**src/rtl/adpcm_pkg.sv**
```systemverilog
package adpcm_pkg;

  localparam logic [7:0] DEC_MASK  = 8'h83;
  localparam logic [7:0] DEC_MATCH = 8'h82;

  typedef struct packed {
    logic loadHdr;     // capture header byte from FIFO head
    logic emitRaw;     // output FIFO head byte unchanged
    logic emitSilent;  // output midscale, no state change
    logic emitSample;  // decode one nibble, update history
    logic useHigh;     // nibble from stored byte high half
  } dpCtrl_t;

endpackage

```
**src/rtl/adpcm_ctrl.sv**
```systemverilog
module adpcm_ctrl
  import adpcm_pkg::*;
#(
  parameter int SAMPLES_PER_PKT = 28,
  localparam int CNT_W = $clog2(SAMPLES_PER_PKT)
) (
  input  logic       clk,
  input  logic       rstN,
  input  logic [7:0] fifoCtrl,
  input  logic       fifoClear,
  input  logic       fifoEmpty,
  input  logic       reqValid,
  output logic       fifoPop,
  output dpCtrl_t    st
);

  localparam logic [CNT_W-1:0] LAST_IDX = CNT_W'(SAMPLES_PER_PKT - 1);

  typedef enum logic {S_IDLE, S_DATA} state_t;

  state_t          state, nextState;
  logic [CNT_W-1:0] pktCount;
  logic            hdrValid;
  logic            decodeOn;

  assign decodeOn = (fifoCtrl & DEC_MASK) == DEC_MATCH;

  always_comb begin
    st        = '0;
    fifoPop   = 1'b0;
    nextState = state;
    if (!fifoClear) begin
      if (state == S_DATA || (reqValid && decodeOn && hdrValid)) begin
        nextState = S_IDLE;
        if (!pktCount[0]) begin
          if (fifoEmpty) begin
            st.emitSilent = 1'b1;
          end else begin
            fifoPop       = 1'b1;
            st.emitSample = 1'b1;
          end
        end else begin
          st.emitSample = 1'b1;
          st.useHigh    = 1'b1;
        end
      end else if (reqValid && !decodeOn) begin
        if (fifoEmpty) begin
          st.emitSilent = 1'b1;
        end else begin
          fifoPop    = 1'b1;
          st.emitRaw = 1'b1;
        end
      end else if (reqValid) begin
        if (fifoEmpty) begin
          st.emitSilent = 1'b1;
        end else begin
          fifoPop    = 1'b1;
          st.loadHdr = 1'b1;
          nextState  = S_DATA;
        end
      end
    end
  end

  always_ff @(posedge clk or negedge rstN) begin
    if (!rstN) begin
      state    <= S_IDLE;
      pktCount <= '0;
      hdrValid <= 1'b0;
    end else if (fifoClear) begin
      state    <= S_IDLE;
      pktCount <= '0;
      hdrValid <= 1'b0;
    end else begin
      state <= nextState;
      if (st.loadHdr) hdrValid <= 1'b1;
      if (st.emitSample) begin
        if (pktCount == LAST_IDX) begin
          pktCount <= '0;
          hdrValid <= 1'b0;
        end else begin
          pktCount <= pktCount + 1'b1;
        end
      end
    end
  end

  a_r9_no_pop_when_empty: assert property (@(posedge clk) disable iff (!rstN)
    fifoPop |-> !fifoEmpty);

  a_r6_count_in_packet: assert property (@(posedge clk) disable iff (!rstN)
    pktCount <= LAST_IDX);

  a_r11_clear_restarts: assert property (@(posedge clk) disable iff (!rstN)
    fifoClear |=> (!hdrValid && pktCount == '0 && state == S_IDLE));

  a_r2_header_then_data: assert property (@(posedge clk) disable iff (!rstN)
    (st.loadHdr && !fifoClear) |=> (state == S_DATA && hdrValid));

endmodule

```
**src/rtl/adpcm_dp.sv**
```systemverilog
module adpcm_dp
  import adpcm_pkg::*;
#(
  parameter int DATA_W     = 8,
  parameter int SAMPLE_W   = 16,
  parameter int PRED_SHIFT = 6,
  localparam int NIB_W      = DATA_W / 2,
  localparam int TBL_ADDR_W = NIB_W + 1
) (
  input  logic                  clk,
  input  logic                  rstN,
  input  dpCtrl_t               st,
  input  logic [DATA_W-1:0]     fifoData,
  input  logic                  coefWe,
  input  logic [TBL_ADDR_W-1:0] coefAddr,
  input  logic [DATA_W-1:0]     coefData,
  output logic                  outValid,
  output logic [DATA_W-1:0]     outSample
);

  localparam int TBL_DEPTH = 1 << TBL_ADDR_W;
  localparam int ACC_W     = SAMPLE_W + DATA_W + 2;
  localparam int T_W       = ACC_W + 1;
  localparam int OUT_SHIFT = SAMPLE_W - DATA_W;
  localparam int ROUND     = 1 << (PRED_SHIFT - 1);
  localparam logic [DATA_W-1:0] SIGN_FLIP = DATA_W'(1 << (DATA_W - 1));
  localparam logic signed [T_W-1:0] SAT_HI = T_W'((1 << (SAMPLE_W - 1)) - 1);
  localparam logic signed [T_W-1:0] SAT_LO = T_W'(-(1 << (SAMPLE_W - 1)));

  logic signed [DATA_W-1:0] coefArr [TBL_DEPTH];

  for (genvar g = 0; g < TBL_DEPTH; g++) begin : gCoef
    logic signed [DATA_W-1:0] entry;
    always_ff @(posedge clk or negedge rstN) begin
      if (!rstN) entry <= '0;
      else if (coefWe && coefAddr == TBL_ADDR_W'(g)) entry <= coefData;
    end
    assign coefArr[g] = entry;
  end

  logic [DATA_W-1:0]          hdrReg, byteReg;
  logic signed [SAMPLE_W-1:0] hist0, hist1;

  logic [NIB_W-1:0]           shiftAmt, nib;
  logic [DATA_W-NIB_W-1:0]    filtSel;
  logic signed [SAMPLE_W-1:0] dVal, dShifted;
  logic signed [ACC_W-1:0]    h0w, h1w, f0w, f1w, acc, pred;
  logic signed [T_W-1:0]      tSum;
  logic signed [SAMPLE_W-1:0] tSat, qFloor;
  logic [SAMPLE_W-1:0]        qTrunc;
  logic                       roundUp;
  logic [DATA_W-1:0]          decByte;

  always_comb begin
    shiftAmt = hdrReg[NIB_W-1:0];
    filtSel  = hdrReg[DATA_W-1:NIB_W];
    nib      = st.useHigh ? byteReg[DATA_W-1:NIB_W] : fifoData[NIB_W-1:0];
    dVal     = $signed({nib, {(SAMPLE_W - NIB_W){1'b0}}});
    dShifted = dVal >>> shiftAmt;

    h0w  = ACC_W'(hist0);
    h1w  = ACC_W'(hist1);
    f0w  = ACC_W'(coefArr[{filtSel, 1'b1}]);
    f1w  = ACC_W'(coefArr[{filtSel, 1'b0}]);
    acc  = h0w * f0w + h1w * f1w + ACC_W'(ROUND);
    pred = acc >>> PRED_SHIFT;

    tSum = T_W'(dShifted) + T_W'(pred);
    if (tSum > SAT_HI)      tSat = SAMPLE_W'(SAT_HI);
    else if (tSum < SAT_LO) tSat = SAMPLE_W'(SAT_LO);
    else                    tSat = SAMPLE_W'(tSum);

    qFloor  = tSat >>> OUT_SHIFT;
    roundUp = tSat[SAMPLE_W-1] && (tSat[OUT_SHIFT-1:0] != '0);
    qTrunc  = qFloor + {{(SAMPLE_W - 1){1'b0}}, roundUp};
    decByte = qTrunc[DATA_W-1:0] ^ SIGN_FLIP;
  end

  always_ff @(posedge clk or negedge rstN) begin
    if (!rstN) begin
      hdrReg    <= '0;
      byteReg   <= '0;
      hist0     <= '0;
      hist1     <= '0;
      outValid  <= 1'b0;
      outSample <= SIGN_FLIP;
    end else begin
      outValid <= st.emitSample | st.emitRaw | st.emitSilent;
      if (st.loadHdr) hdrReg <= fifoData;
      if (st.emitSample && !st.useHigh) byteReg <= fifoData;
      if (st.emitSample) begin
        hist1     <= hist0;
        hist0     <= tSat;
        outSample <= decByte;
      end else if (st.emitRaw) begin
        outSample <= fifoData;
      end else if (st.emitSilent) begin
        outSample <= SIGN_FLIP;
      end
    end
  end

  a_r10_history_holds: assert property (@(posedge clk) disable iff (!rstN)
    !st.emitSample |=> ($stable(hist0) && $stable(hist1)));

  a_r10_history_shifts: assert property (@(posedge clk) disable iff (!rstN)
    st.emitSample |=> (hist1 == $past(hist0)));

  a_r8_silent_midscale: assert property (@(posedge clk) disable iff (!rstN)
    st.emitSilent |=> (outValid && outSample == SIGN_FLIP));

endmodule

```
**src/rtl/adpcm_decoder.sv**
```systemverilog
module adpcm_decoder
  import adpcm_pkg::*;
#(
  parameter int DATA_W          = 8,
  parameter int SAMPLE_W        = 16,
  parameter int PRED_SHIFT      = 6,
  parameter int SAMPLES_PER_PKT = 28,
  localparam int TBL_ADDR_W     = DATA_W / 2 + 1
) (
  input  logic                  clk,
  input  logic                  rstN,
  input  logic [7:0]            fifoCtrl,
  input  logic                  coefWe,
  input  logic [TBL_ADDR_W-1:0] coefAddr,
  input  logic [DATA_W-1:0]     coefData,
  input  logic                  fifoClear,
  input  logic                  fifoEmpty,
  input  logic [DATA_W-1:0]     fifoData,
  output logic                  fifoPop,
  input  logic                  reqValid,
  output logic                  outValid,
  output logic [DATA_W-1:0]     outSample
);

  dpCtrl_t st;

  adpcm_ctrl #(.SAMPLES_PER_PKT(SAMPLES_PER_PKT)) uCtrl (
    .clk       (clk),
    .rstN      (rstN),
    .fifoCtrl  (fifoCtrl),
    .fifoClear (fifoClear),
    .fifoEmpty (fifoEmpty),
    .reqValid  (reqValid),
    .fifoPop   (fifoPop),
    .st        (st)
  );

  adpcm_dp #(.DATA_W(DATA_W), .SAMPLE_W(SAMPLE_W), .PRED_SHIFT(PRED_SHIFT)) uDp (
    .clk       (clk),
    .rstN      (rstN),
    .st        (st),
    .fifoData  (fifoData),
    .coefWe    (coefWe),
    .coefAddr  (coefAddr),
    .coefData  (coefData),
    .outValid  (outValid),
    .outSample (outSample)
  );

  a_r1_one_answer_per_request: assert property (@(posedge clk) disable iff (!rstN)
    outValid |=> !outValid);

endmodule

```
**config.mk**
```make
export PLATFORM = sky130hd
export DESIGN_NAME = adpcm_decoder
export DESIGN_NICKNAME = d
export VERILOG_FILES = /design/src/rtl/adpcm_pkg.sv /design/src/rtl/adpcm_ctrl.sv /design/src/rtl/adpcm_dp.sv /design/src/rtl/adpcm_decoder.sv
export SDC_FILE = /design/constraint.sdc
export NUM_CORES = 1
export LEC_CHECK = 0
export BUFFER_PORTS_ARGS = -buffer_cell sky130_fd_sc_hd__clkbuf_2
export CORE_ASPECT_RATIO = 0.8
export CORE_MARGIN = 5
export CORE_UTILIZATION = 50
export CTS_CLUSTER_DIAMETER = 200
export CTS_CLUSTER_SIZE = 8
export DETAILED_ROUTE_END_ITERATION = 16
export PLACE_DENSITY = 0.68
export SLEW_MARGIN = 20
export SYNTH_ARGS = -nofsm -noshare
export SYNTH_HDL_FRONTEND = slang
export SYNTH_HIERARCHICAL = 1
export SYNTH_SLANG_ARGS = --single-unit
```
**constraint.sdc**
```tcl
create_clock -name clk -period 13.56 [get_ports clk]
set_clock_uncertainty 0.2 [all_clocks]
set_input_delay 2.712 -clock clk [delete_from_list [all_inputs] [get_ports clk]]
set_output_delay 2.712 -clock clk [all_outputs]
set_load 0.02 [all_outputs]
```
==> results_tabular.tex, run 1 <==
\begin{tabular}{lr}
\hline
Metric & Value \\
\hline
\multicolumn{2}{l}{\textbf{Global routing}} \\
\quad Wire length of the first global-routing pass & 95970 microns \\
\quad Met1 track utilization from global routing & a little under a third \\
\quad GR Overflow Total & 0 \\
\quad Met3 global-route usage & 4.397\% \\
\quad Largest net degree at the start of global routing & between 100 and 150 \\
\quad Routing usage on met2 & 34.26\% \\
\quad Overall track demand over capacity in global routing & about a fifth \\
\quad Vias in the first global route & 17.99k \\
\quad Antenna violations before repair & 0 \\
\quad Busiest layer in global routing & met2 \\
\multicolumn{2}{l}{\textbf{Finish}} \\
\quad Final Non-Filler Cells & roughly 3.0k \\
\quad Signed area change from the synthesized netlist to the final layout & 8.426\% \\
\quad Most common cell after layout, fill and taps aside & sky130\_fd\_sc\_hd\_\_dfrtp\_1 \\
\quad Fraction of final layout cells with drive strength greater than 1 & 22.18\% \\
\quad Final design area excluding fillers & $\sim$0.028 sq mm \\
\quad Fin nets & 2695 \\
\quad Diode count & 0 \\
\quad Fill cell count & 4259 \\
\quad Commonest cells after routing, fill and taps aside & sky130\_fd\_sc\_hd\_\_dfrtp\_1, sky130\_fd\_sc\_hd\_\_mux2\_2, sky130\_fd\_sc\_hd\_\_inv\_1, sky130\_fd\_sc\_hd\_\_fa\_1, sky130\_fd\_sc\_hd\_\_and2\_1 \\
\multicolumn{2}{l}{\textbf{Routing}} \\
\quad Wire length per cell & around 20 microns \\
\quad Detailed-router iteration count before antenna repair & 5 \\
\quad Average via count per standard cell & 5.712 \\
\quad Number of violations reported at the end of detailed-routing iteration 0 & between 1k and 1.5k \\
\quad Sum of routed wire length over all layers & 58450 microns \\
\quad Post-route DRC & 0 \\
\quad Detailed-route via count & about 17k \\
\quad Detail Route Antenna Nets & 0 \\
\multicolumn{2}{l}{\textbf{Clock tree}} \\
\quad Clock buffer depth & 3 \\
\quad Worst-Skew Late Latency & slightly below 0.6 ns \\
\quad Clock sinks & 316 \\
\quad Num CTS Buffers & 45 \\
\quad H-tree depth reported by CTS & 2 \\
\quad Root buffer cell & sky130\_fd\_sc\_hd\_\_clkbuf\_16 \\
\quad CTS tree & done \\
\quad Clk pin slew, worst setup/hold paths & roughly 0.050 ns \\
\multicolumn{2}{l}{\textbf{Placement}} \\
\quad Number of cells after detailed placement & approximately 2.9k \\
\quad Post-DP HPWL & 43170 microns \\
\quad Quantity of I/O buffers inserted on ports & 39 \\
\quad Final weighted congestion in routability-driven placement & roughly 0.84 \\
\quad Cell area after placement & 0.02648 sq mm \\
\multicolumn{2}{l}{\textbf{Floorplanning}} \\
\quad Total Die Area & between 0.05 and 0.06 sq mm \\
\quad Core Area & between 0.05 and 0.06 sq mm \\
\quad Count of standard-cell rows & between 70 and 80 \\
\quad Ports & 45 \\
\quad Starting density of the core & about 50\% \\
\quad Horiz. Die Dim & around 260 microns \\
\quad Die Ht & 212.5 microns \\
\multicolumn{2}{l}{\textbf{Setup path}} \\
\quad Maximum single-stage delay on the critical path & between 0.7 and 0.8 ns \\
\quad Startpoint kind of the worst setup timing path & flip-flop \\
\quad Critical-path top delay cell & sky130\_fd\_sc\_hd\_\_mux4\_2 \\
\quad Crit-path most repeated cell & sky130\_fd\_sc\_hd\_\_ha\_1 \\
\quad Worst-path fanout max & 17 \\
\quad Reg-to-reg startpoint & uDp/hdrReg[4] \\
\quad Category of the worst setup path capture point & flip-flop \\
\quad Reg2Reg Setup Slack & about 0.71 ns \\
\quad Arrival time reported for the critical path endpoint & around 13 ns \\
\quad Data required time at the worst endpoint & about 14 ns \\
\quad Type of the worst setup path & reg -> reg \\
\quad Launch point of the worst path & uDp/hdrReg[4] \\
\multicolumn{2}{l}{\textbf{Yosys}} \\
\quad Main area contributors after synthesis & sky130\_fd\_sc\_hd\_\_dfrtp\_1, sky130\_fd\_sc\_hd\_\_fa\_1, sky130\_fd\_sc\_hd\_\_mux2\_2 \\
\quad Distinct cell type count after synthesis & 73 \\
\quad Synthesized area per cell & 11.22 sq um \\
\quad Gate count of the mapped netlist & 2284 \\
\quad Synth area leader & sky130\_fd\_sc\_hd\_\_dfrtp\_1 \\
\quad Synth top area share & a little under a third \\
\quad Prevailing post-synth register cell & sky130\_fd\_sc\_hd\_\_dfrtp\_1 \\
\quad Fraction of registers with async set/reset & 100.0\% \\
\quad Flop and latch count out of synthesis & 316 \\
\quad Post-synthesis net count & roughly 2.7k \\
\quad Share of synthesized area occupied by flip-flops and latches & 30.87\% \\
\quad Count of synthesis-stage warnings from yosys & 6 \\
\quad Count of flip-flops with a built-in enable after synthesis & 0 \\
\quad Cell area after technology mapping & around 0.026 sq mm \\
\multicolumn{2}{l}{\textbf{STA}} \\
\quad Minimum hold slack & 0.2977 ns \\
\quad Final hold violations & 0 \\
\quad Final worst path period need & approximately 13 ns \\
\quad Setup violations, final & 0 \\
\quad Unrepaired setup endpoints after global routing & false \\
\quad Max-slew headroom at the worst pin & 35.30\% \\
\quad Highest achievable clock rate & $\sim$0.08 GHz \\
\quad Final period utilization & a little over nine tenths \\
\quad Accumulated negative setup slack & 0 ns \\
\quad Transition time at the pin with the least slew margin & 0.9669 ns \\
\quad Pins over their slew limit & 0 \\
\multicolumn{2}{l}{\textbf{Hold path}} \\
\quad Min-delay worst type & reg -> reg \\
\quad Startpoint of the worst hold path & uDp/gCoef[14].entry[3] \\
\multicolumn{2}{l}{\textbf{Run status}} \\
\quad Result of the run & completed \\
\multicolumn{2}{l}{\textbf{Flow run}} \\
\quad Count of maximum capacitance violations & 0 \\
\hline
\end{tabular}
==> per-layer routing <==
metal	vias to the layer above	wire, microns
met5	-	0
met4	0	801
met3	59	3576
met2	380	26780
met1	8876	27300
li1	7751	-
==> per-stage QoR <==
step | worst slack [ns] | util, %
floorplan | 1.338 | -
global placement | 0.7298 | 52.00
detailed placement | 0.6044 | 52.00
CTS | 0.5153 | 54.45
global route | 0.02441 | 54.54
finish | 0.7099 | 54.54
==> registers in the layout, summed over array words and instances, names as in the netlist <==
register	count
uDp/hist0	16
uDp/gCoef.entry	256
uCtrl/hdrValid	1
uDp/hist1	16
uDp/outSample	8
uCtrl/pktCount	5
uCtrl/state	1
uDp/byteReg	4
uDp/outValid	1
uDp/hdrReg	8
==> what timing repair did <==
action / in CTS / in global routing
setup endpoints to repair: 0 / 7
hold buffers: 0 / 0
hold endpoints to repair: 0 / 0
setup buffers: 0 / 4
resized for setup: 0 / 2
==> Yosys cell counts, types with 13 or more instances <==
cell type / n
sky130_fd_sc_hd__inv_1: 273
sky130_fd_sc_hd__mux4_2: 79
sky130_fd_sc_hd__a21o_1: 18
sky130_fd_sc_hd__buf_1: 20
sky130_fd_sc_hd__o21ai_0: 42
sky130_fd_sc_hd__xor2_1: 15
sky130_fd_sc_hd__clkbuf_1: 76
sky130_fd_sc_hd__nand3_1: 16
sky130_fd_sc_hd__or2_2: 15
sky130_fd_sc_hd__xnor2_1: 58
sky130_fd_sc_hd__nor2_1: 102
sky130_fd_sc_hd__fa_1: 207
sky130_fd_sc_hd__and2_1: 177
sky130_fd_sc_hd__mux2_2: 285
sky130_fd_sc_hd__dfrtp_1: 315
sky130_fd_sc_hd__a21oi_1: 81
sky130_fd_sc_hd__ha_1: 159
sky130_fd_sc_hd__nor3_1: 25
sky130_fd_sc_hd__o21bai_1: 13
sky130_fd_sc_hd__nor2b_1: 16
sky130_fd_sc_hd__nand2_1: 117
==> worst paths after layout <==
path | end | cells past startpoint
max | uDp/outSample[6] | 45
min | uDp/gCoef[14].entry[3] | 1
max reg2reg | uDp/outSample[6] | 45
min reg2reg | uDp/gCoef[14].entry[3] | 1
max in group asynchronous | uDp/hdrReg[4] | 3
min in group asynchronous | uDp/gCoef[9].entry[6] | 1
==> cells by family after synthesis <==
logic type | synth area share, %
AO/OA/AOI/OAI | 6.350
XOR/XNOR | 2.496
adder cells (fa/ha/maj) | 23.94
buffers and inverters | 5.539
flip-flops | 30.87
multiplexers | 19.94
AND/OR/NAND/NOR | 10.85
==> final cells by class <==
class / instances / area [sq um] / share of cell area [%]
Clock buffer: 54 / 1181 / 4.253
Timing Repair Buffer: 64 / 417.9 / 1.505
Multi-Input combinational cell: 1594 / 16310 / 58.74
Clock inverter: 3 / 66.31 / 0.2388
Sequential cell: 316 / 7914 / 28.49
Tap cell: 684 / 855.8 / 3.081
Inverter: 273 / 1025 / 3.690
==> worst max-delay path: cells and delay by family (launching register included) <==
family / cells / cell delay [ns]
adders and majority gates: 11 / 3.74
DFF: 1 / 0.48
xor gates and xnor gates: 3 / 0.58
muxes: 3 / 1.35
AOI/OAI and AO/OA: 18 / 4.12
and+or+nand+nor: 7 / 1.95
buffers and inverters: 3 / 0.35
Power of run 1 is left out: the tool's default activity adds up to more than one toggle a clock period on the data nets, which glitch-free logic cannot reach.
==> run 2, diff against run 1 <==
Settings changed: SYNTH_HIERARCHICAL 1 to default.
==> run 2 against run 1 <==
Synthesized area shrank 0.76%; hold slack is essentially flat; maximum frequency grew 6.4%; worst setup slack gained 0.77 ns; count of clock-buffer cells in the layout shrank 1; synthesized cell count shrank 0.92%.
==> results_tabular.tex, run 2 <==
\begin{tabular}{lr}
\hline
Metric & Value \\
\hline
\multicolumn{2}{l}{\textbf{Run status}} \\
\quad Result of the run & completed \\
\multicolumn{2}{l}{\textbf{Yosys}} \\
\quad Flop and latch count out of synthesis & 316 (unchanged) \\
\quad Count of flip-flops with a built-in enable after synthesis & 0 (unchanged) \\
\quad Cell area after technology mapping & 0.02542 sq mm (-0.76\%) \\
\quad Post-synthesis net count & 2648 (-1.4\%) \\
\quad Synth top area share & 31.01\% (+0.24 points) \\
\quad Most frequently used cell type in the post-synthesis netlist & sky130\_fd\_sc\_hd\_\_inv\_1 \\
\quad Main area contributors after synthesis & sky130\_fd\_sc\_hd\_\_dfrtp\_1, sky130\_fd\_sc\_hd\_\_fa\_1, sky130\_fd\_sc\_hd\_\_mux2\_2 \\
\quad Fraction of registers with async set/reset & 100.0\% (unchanged) \\
\quad Most used standard cells in the synthesized netlist & sky130\_fd\_sc\_hd\_\_inv\_1, sky130\_fd\_sc\_hd\_\_dfrtp\_1, sky130\_fd\_sc\_hd\_\_mux2\_2 \\
\quad Count of synthesis-stage warnings from yosys & 0 (-6) \\
\quad Synthesized area per cell & 11.23 sq um (+0.16\%) \\
\quad Synth area leader & sky130\_fd\_sc\_hd\_\_dfrtp\_1 \\
\quad Share of synthesized area occupied by flip-flops and latches & 31.11\% (+0.24 points) \\
\quad Gate count of the mapped netlist & 2263 (-0.92\%) \\
\quad Prevailing post-synth register cell & sky130\_fd\_sc\_hd\_\_dfrtp\_1 \\
\quad Distinct cell type count after synthesis & 89 (+22\%) \\
\multicolumn{2}{l}{\textbf{Floorplanning}} \\
\quad Core Area & 0.04996 sq mm (-1.9\%) \\
\quad Horiz. Die Dim & 262.1 microns (-0.37\%) \\
\quad Ports & 45 (unchanged) \\
\quad Total Die Area & 0.05548 sq mm (-0.73\%) \\
\quad Starting density of the core & 50.88\% (+0.58 points) \\
\quad Count of standard-cell rows & 73 (-1.4\%) \\
\quad Die Ht & 211.7 microns (-0.36\%) \\
\multicolumn{2}{l}{\textbf{Clock tree}} \\
\quad Worst-Skew Late Latency & 0.59 ns (about the same) \\
\quad H-tree depth reported by CTS & 2 (unchanged) \\
\quad CTS hold repair buffers & 0 (unchanged) \\
\quad Clk pin slew, worst setup/hold paths & 0.05 ns (about the same) \\
\quad Post-CTS setup buffer count & 0 (unchanged) \\
\quad Clock sinks & 316 (unchanged) \\
\quad Num CTS Buffers & 45 (unchanged) \\
\quad Root buffer cell & sky130\_fd\_sc\_hd\_\_clkbuf\_16 \\
\quad Clock buffer depth & 3 (unchanged) \\
\quad Total of cells resized after clock tree synthesis & 0 (unchanged) \\
\quad CTS tree & done \\
\multicolumn{2}{l}{\textbf{Routing}} \\
\quad Detailed-router iteration count before antenna repair & 5 (unchanged) \\
\quad Number of violations reported at the end of detailed-routing iteration 0 & 991 (-2.1\%) \\
\quad Average via count per standard cell & 5.759 (+0.83\%) \\
\quad Sum of routed wire length over all layers & 60660 microns (+3.8\%) \\
\quad Detailed-route via count & 16.85k (-1.3\%) \\
\quad Post-route DRC & 0 (unchanged) \\
\quad Detail Route Antenna Nets & 0 (unchanged) \\
\quad Wire length per cell & 20.73 microns (+6.0\%) \\
\multicolumn{2}{l}{\textbf{Global routing}} \\
\quad Busiest layer in global routing & met2 \\
\quad Vias in the first global route & 18.24k (+1.4\%) \\
\quad Met3 global-route usage & 3.864\% (-0.53 points) \\
\quad Met1 track utilization from global routing & 34.13\% (+3.8 points) \\
\quad Antenna violations before repair & 0 (unchanged) \\
\quad Overall track demand over capacity in global routing & 22.69\% (+1.5 points) \\
\quad Routing usage on met2 & 35.50\% (+1.2 points) \\
\quad Wire length of the first global-routing pass & 99960 microns (+4.2\%) \\
\quad GR Overflow Total & 0 (unchanged) \\
\quad Largest net degree at the start of global routing & 193 (+51\%) \\
\multicolumn{2}{l}{\textbf{Finish}} \\
\quad Most common cell after layout, fill and taps aside & sky130\_fd\_sc\_hd\_\_inv\_1 \\
\quad Registers with the most flip-flops & uDp.gCoef.entry: 256 flops, uDp.hist0: 16 flops, uDp.hist1: 16 flops \\
\quad Fraction of final layout cells with drive strength greater than 1 & 22.35\% (+0.17 points) \\
\quad Signed area change from the synthesized netlist to the final layout & 7.772\% \\
\quad Fin nets & 2626 (-2.6\%) \\
\quad Flip-flop count of the largest register, all copies and words added & 256 (unchanged) \\
\quad Commonest cells after routing, fill and taps aside & sky130\_fd\_sc\_hd\_\_inv\_1, sky130\_fd\_sc\_hd\_\_dfrtp\_1, sky130\_fd\_sc\_hd\_\_mux2\_2, sky130\_fd\_sc\_hd\_\_fa\_1, sky130\_fd\_sc\_hd\_\_nand2\_1 \\
\quad Diode count & 0 (unchanged) \\
\quad Register containing the most flip-flops in the final layout & uDp.gCoef.entry \\
\multicolumn{2}{l}{\textbf{Placement}} \\
\quad Post-DP HPWL & 45350 microns (+5.1\%) \\
\quad Final weighted congestion in routability-driven placement & 0.8813 (+4.4\%) \\
\quad Quantity of I/O buffers inserted on ports & 39 (unchanged) \\
\multicolumn{2}{l}{\textbf{STA}} \\
\quad Max-slew headroom at the worst pin & 24.52\% (-11 points) \\
\quad Transition time at the pin with the least slew margin & 1.123 ns (+0.1559 ns) \\
\quad Final hold violations & 0 (unchanged) \\
\quad Final period utilization & 89.09\% (-5.7 points) \\
\quad Unrepaired setup endpoints after global routing & false \\
\quad Accumulated negative setup slack & 0 ns (unchanged) \\
\quad Setup violations, final & 0 (unchanged) \\
\quad Pins over their slew limit & 0 (unchanged) \\
\quad Highest achievable clock rate & 0.08278 GHz (+6.4\%) \\
\quad Final worst path period need & 12.08 ns (-0.7701 ns) \\
\multicolumn{2}{l}{\textbf{Setup path}} \\
\quad Category of the worst setup path capture point & flip-flop \\
\quad Data required time at the worst endpoint & 13.80 ns (-0.04 ns) \\
\quad Startpoint kind of the worst setup timing path & flip-flop \\
\quad Worst-path fanout max & 30 (+13) \\
\quad Arrival time reported for the critical path endpoint & 12.32 ns (-0.81 ns) \\
\quad Critical-path top delay cell & sky130\_fd\_sc\_hd\_\_dfrtp\_4 \\
\quad Maximum single-stage delay on the critical path & 0.85 ns (+0.14 ns) \\
\quad Type of the worst setup path & reg -> reg \\
\multicolumn{2}{l}{\textbf{Flow run}} \\
\quad Count of maximum capacitance violations & 0 (unchanged) \\
\multicolumn{2}{l}{\textbf{Hold path}} \\
\quad Min-delay worst type & reg -> reg \\
\hline
\end{tabular}
-- run 2: cell types whose count changed in the layout (fill, tap and decap cells not counted), moves of 35 or more --
cell and change:
sky130_fd_sc_hd__and2_1 -58, sky130_fd_sc_hd__fa_1 +55, sky130_fd_sc_hd__ha_1 -71, sky130_fd_sc_hd__inv_1 +48, sky130_fd_sc_hd__nand2_1 +109, sky130_fd_sc_hd__xnor2_1 -35
-- run 2: final timing paths --
kind | start | end | slack [ns] | cells after the start
setup / recovery | uDp.hdrReg[4] | uDp.outSample[6] | 1.48 | 38
hold / removal | uDp.gCoef[8].entry[4] | uDp.gCoef[8].entry[4] | 0.30 | 1
setup reg to reg | uDp.hdrReg[4] | uDp.outSample[6] | 1.48 | 38
hold reg to reg | uDp.gCoef[8].entry[4] | uDp.gCoef[8].entry[4] | 0.30 | 1
max in group asynchronous | rstN | uDp.gCoef[10].entry[6] | 9.58 | 3
min in group asynchronous | rstN | uDp.gCoef[19].entry[5] | 1.99 | 1
-- run 2: critical path, delay by kind of cell (launching register included) --
family	cells	cell delay, ns
AOI/OAI and AO/OA	13	3.43
xor gates and xnor gates	1	0.18
adders and majority gates	10	4.34
buffers and inverters	4	0.45
DFF	1	0.85
muxes	3	1.33
and+or+nand+nor	7	1.10
-- run 2: logic make-up (layout without fill, tap and decap cells) --
family / Yosys count / in the layout / share of synthesized area [%]
muxes: 371 / 371 / 19.73
AOI/OAI and AO/OA: 194 / 194 / 5.429
xor gates and xnor gates: 37 / 37 / 1.304
and+or+nand+nor: 544 / 544 / 10.56
DFF: 316 / 316 / 31.11
buffers and inverters: 451 / 439 / 6.901
adders and majority gates: 350 / 350 / 24.96
-- run 2: cell type report --
type	count	area (sq um)
Clock buffer	53	1156
Sequential cell	316	7914
Fill cell	4173	22570
Clock inverter	4	96.34
Tap cell	675	844.6
Multi-Input combinational cell	1496	15770
Timing Repair Buffer	60	407.9
Inverter	322	1209
-- run 2: per-stage QoR --
stage / instances / hold slack (ns) / setup slack, ns / util, % / instance area, sq um
CTS: 2925 / 0.2996 / 1.458 / 54.78 / 27370
global route: 2926 / 0.3066 / 0.7763 / 54.83 / 27400
finish: 2926 / 0.2978 / 1.480 / 54.83 / 27400
detailed placement: 2868 / 0.2882 / 1.562 / 52.27 / 26120
floorplan: 2263 / 0.2739 / 2.888 / - / 25420
global placement: 2868 / 0.2817 / 1.631 / 52.27 / 26120
-- run 2: layer usage --
metal | part of all wire (%) | wire, microns | vias to the layer above
met5 | 0 | 0 | -
met4 | 1.6 | 971 | 0
met3 | 5.7 | 3429 | 88
met2 | 46 | 27800 | 496
met1 | 47 | 28460 | 8857
li1 | - | - | 7410
Power of run 2 is left out for the same reason.
==> run 3, diff against run 2 <==
Settings changed: CORE_MARGIN 5 to 8.
==> run 3 against run 2 <==
Cell count up 0.17%; core utilization shrank 0.79 points; wire length decreased by 1.2%; worst setup slack lost 0.20 ns; global-route usage decreased by 1.3 points; critical endpoint is now uDp.outSample[7]; critical path depth did not move; via count decreased by 1.4%; highest routed layer unchanged; die area up 5.2%.
==> results_tabular.tex, run 3 (synthesis results as in run 2) <==
\begin{tabular}{lr}
\hline
Metric & Value \\
\hline
\multicolumn{2}{l}{\textbf{Setup path}} \\
\quad Worst-path fanout max & 32 (+6.7\%) \\
\quad Crit-path most repeated cell & sky130\_fd\_sc\_hd\_\_fa\_1 \\
\quad Critical-path top delay cell & sky130\_fd\_sc\_hd\_\_dfrtp\_2 \\
\quad Category of the worst setup path capture point & flip-flop \\
\quad Maximum single-stage delay on the critical path & 0.98 ns (+0.13 ns) \\
\quad Reg-to-reg startpoint & uDp.hdrReg[5] \\
\quad Family of cells with the greatest summed delay on the critical path & adder cells \\
\quad Reg2Reg Setup Slack & 1.28 ns (-0.20 ns) \\
\quad Endpoint of the most critical register-to-register path & uDp.outSample[7] \\
\quad Startpoint kind of the worst setup timing path & flip-flop \\
\quad Buffering stage count on the worst path with inverters included & 4 (unchanged) \\
\quad Cells on worst reg2reg path & 38 (unchanged) \\
\quad Type of the worst setup path & reg -> reg \\
\quad Arrival time reported for the critical path endpoint & 12.53 ns (+0.21 ns) \\
\quad Data required time at the worst endpoint & 13.81 ns (about the same) \\
\multicolumn{2}{l}{\textbf{Floorplanning}} \\
\quad Die Ht & 217.7 microns (+2.8\%) \\
\quad Horiz. Die Dim & 268.1 microns (+2.3\%) \\
\quad Ports & 45 (unchanged) \\
\quad Count of standard-cell rows & 74 (+1.4\%) \\
\quad Starting density of the core & 50.19\% (-0.69 points) \\
\quad Core Area & 0.05065 sq mm (+1.4\%) \\
\quad Total Die Area & 0.05836 sq mm (+5.2\%) \\
\multicolumn{2}{l}{\textbf{Finish}} \\
\quad Signed area change from the synthesized netlist to the final layout & 7.674\% (about the same) \\
\quad Flip-flop count of the largest register, all copies and words added & 256 (unchanged) \\
\quad Fill cell count & 4307 (+3.2\%) \\
\quad Diode count & 0 (unchanged) \\
\quad Fraction of final layout cells with drive strength greater than 1 & 22.25\% (-0.094 points) \\
\quad Most common cell after layout, fill and taps aside & sky130\_fd\_sc\_hd\_\_inv\_1 \\
\quad Registers with the most flip-flops & uDp.gCoef.entry: 256 flops, uDp.hist0: 16 flops, uDp.hist1: 16 flops \\
\quad Fin nets & 2623 (-0.11\%) \\
\quad Commonest cells after routing, fill and taps aside & sky130\_fd\_sc\_hd\_\_inv\_1, sky130\_fd\_sc\_hd\_\_dfrtp\_1, sky130\_fd\_sc\_hd\_\_mux2\_2, sky130\_fd\_sc\_hd\_\_fa\_1, sky130\_fd\_sc\_hd\_\_nand2\_1 \\
\quad Register containing the most flip-flops in the final layout & uDp.gCoef.entry \\
\multicolumn{2}{l}{\textbf{STA}} \\
\quad Pins over their slew limit & 0 (unchanged) \\
\quad Final period utilization & 90.58\% (+1.5 points) \\
\quad Final hold violations & 0 (unchanged) \\
\quad Final worst path period need & 12.28 ns (+0.2027 ns) \\
\quad Max-slew headroom at the worst pin & 31.19\% (+6.7 points) \\
\quad Highest achievable clock rate & 0.08142 GHz (-1.7\%) \\
\quad Transition time at the pin with the least slew margin & 1.025 ns (-0.09763 ns) \\
\quad Unrepaired setup endpoints after global routing & false \\
\quad Setup violations, final & 0 (unchanged) \\
\quad Accumulated negative setup slack & 0 ns (unchanged) \\
\multicolumn{2}{l}{\textbf{Clock tree}} \\
\quad Post-CTS setup buffer count & 0 (unchanged) \\
\quad CTS hold repair buffers & 0 (unchanged) \\
\quad Worst-Skew Late Latency & 0.55 ns (-0.04 ns) \\
\quad CTS tree & done \\
\quad Clk pin slew, worst setup/hold paths & 0.05 ns (about the same) \\
\quad Root buffer cell & sky130\_fd\_sc\_hd\_\_clkbuf\_16 \\
\quad Clock sinks & 316 (unchanged) \\
\quad Clock buffer depth & 3 (unchanged) \\
\quad H-tree depth reported by CTS & 2 (unchanged) \\
\quad Num CTS Buffers & 45 (unchanged) \\
\quad Total of cells resized after clock tree synthesis & 0 (unchanged) \\
\multicolumn{2}{l}{\textbf{Global routing}} \\
\quad GR Overflow Total & 0 (unchanged) \\
\quad Antenna violations before repair & 0 (unchanged) \\
\quad Vias in the first global route & 18.11k (-0.71\%) \\
\quad Largest net degree at the start of global routing & 104 (-46\%) \\
\quad Overall track demand over capacity in global routing & 21.38\% (-1.3 points) \\
\quad Wire length of the first global-routing pass & 99500 microns (-0.46\%) \\
\multicolumn{2}{l}{\textbf{Flow run}} \\
\quad Count of maximum capacitance violations & 0 (unchanged) \\
\multicolumn{2}{l}{\textbf{Hold path}} \\
\quad Hold path endpoint & uDp.gCoef[25].entry[7] \\
\quad Startpoint of the worst hold path & uDp.gCoef[25].entry[7] \\
\quad Worst hold path stage count & 1 (unchanged) \\
\quad Min-delay worst type & reg -> reg \\
\multicolumn{2}{l}{\textbf{Placement}} \\
\quad Post-DP HPWL & 44970 microns (-0.84\%) \\
\quad Quantity of I/O buffers inserted on ports & 39 (unchanged) \\
\quad Final weighted congestion in routability-driven placement & 0.8704 (-1.2\%) \\
\multicolumn{2}{l}{\textbf{Routing}} \\
\quad Post-route DRC & 0 (unchanged) \\
\quad Detailed-route via count & 16.62k (-1.4\%) \\
\quad Average via count per standard cell & 5.669 (-1.6\%) \\
\quad Detailed-router iteration count before antenna repair & 5 (unchanged) \\
\quad Wire length per cell & 20.45 microns (-1.3\%) \\
\quad Detail Route Antenna Nets & 0 (unchanged) \\
\quad Sum of routed wire length over all layers & 59950 microns (-1.2\%) \\
\quad Number of violations reported at the end of detailed-routing iteration 0 & 1175 (+19\%) \\
\multicolumn{2}{l}{\textbf{Run status}} \\
\quad Result of the run & completed \\
\hline
\end{tabular}
## run 3: changes by cell type in the layout (fill, tap and decap cells not counted), sizes merged
| cell | before | now |
|---|---|---|
| inv | 322 | 321 |
| buf | 22 | 19 |
## run 3: through the flow
stage,hold WS [ns],util (%),setup slack [ns],area [sq um],cells
after global placement,0.2812,51.53,1.526,26100,2875
final,0.2969,54.04,1.277,27370,2931
after CTS,0.2988,54.04,1.311,27370,2931
after detailed placement,0.2880,51.53,1.395,26100,2875
after floorplan,0.2739,-,2.888,25420,2263
after global routing,0.3050,54.04,0.5623,27370,2931
## run 3: how the worst max path moves through the flow
stage                             endpoint  cells past startpoint          start
final                     uDp.outSample[7]                     38  uDp.hdrReg[5]
after global routing      uDp.outSample[7]                     38  uDp.hdrReg[4]
after CTS                 uDp.outSample[7]                     38  uDp.hdrReg[5]
after detailed placement  uDp.outSample[7]                     38  uDp.hdrReg[5]
after global placement    uDp.outSample[7]                     38  uDp.hdrReg[4]
after floorplan           uDp.outSample[6]                     42  uDp.hdrReg[4]
## run 3: cell type report
class | instances | area [sq um] | area share (%)
multi-input cells | 1496 | 15770 | 57.61
clock inverters | 3 | 90.09 | 0.3291
clock buffers | 53 | 1177 | 4.302
inverters | 322 | 1209 | 4.416
repair buffers | 57 | 356.6 | 1.303
flip-flops and latches | 316 | 7914 | 28.91
well taps | 684 | 855.8 | 3.127
## run 3: metal layers
| layer | part of all wire [%] | track usage (%) |
|---|---|---|
| met1 | 46 | 30.97 |
| met2 | 47 | 33.87 |
| met3 | 6.0 | 3.527 |
| met4 | 1.8 | 4.595 |
| met5 | 0 | 0 |
Power of run 3 is left out for the same reason.
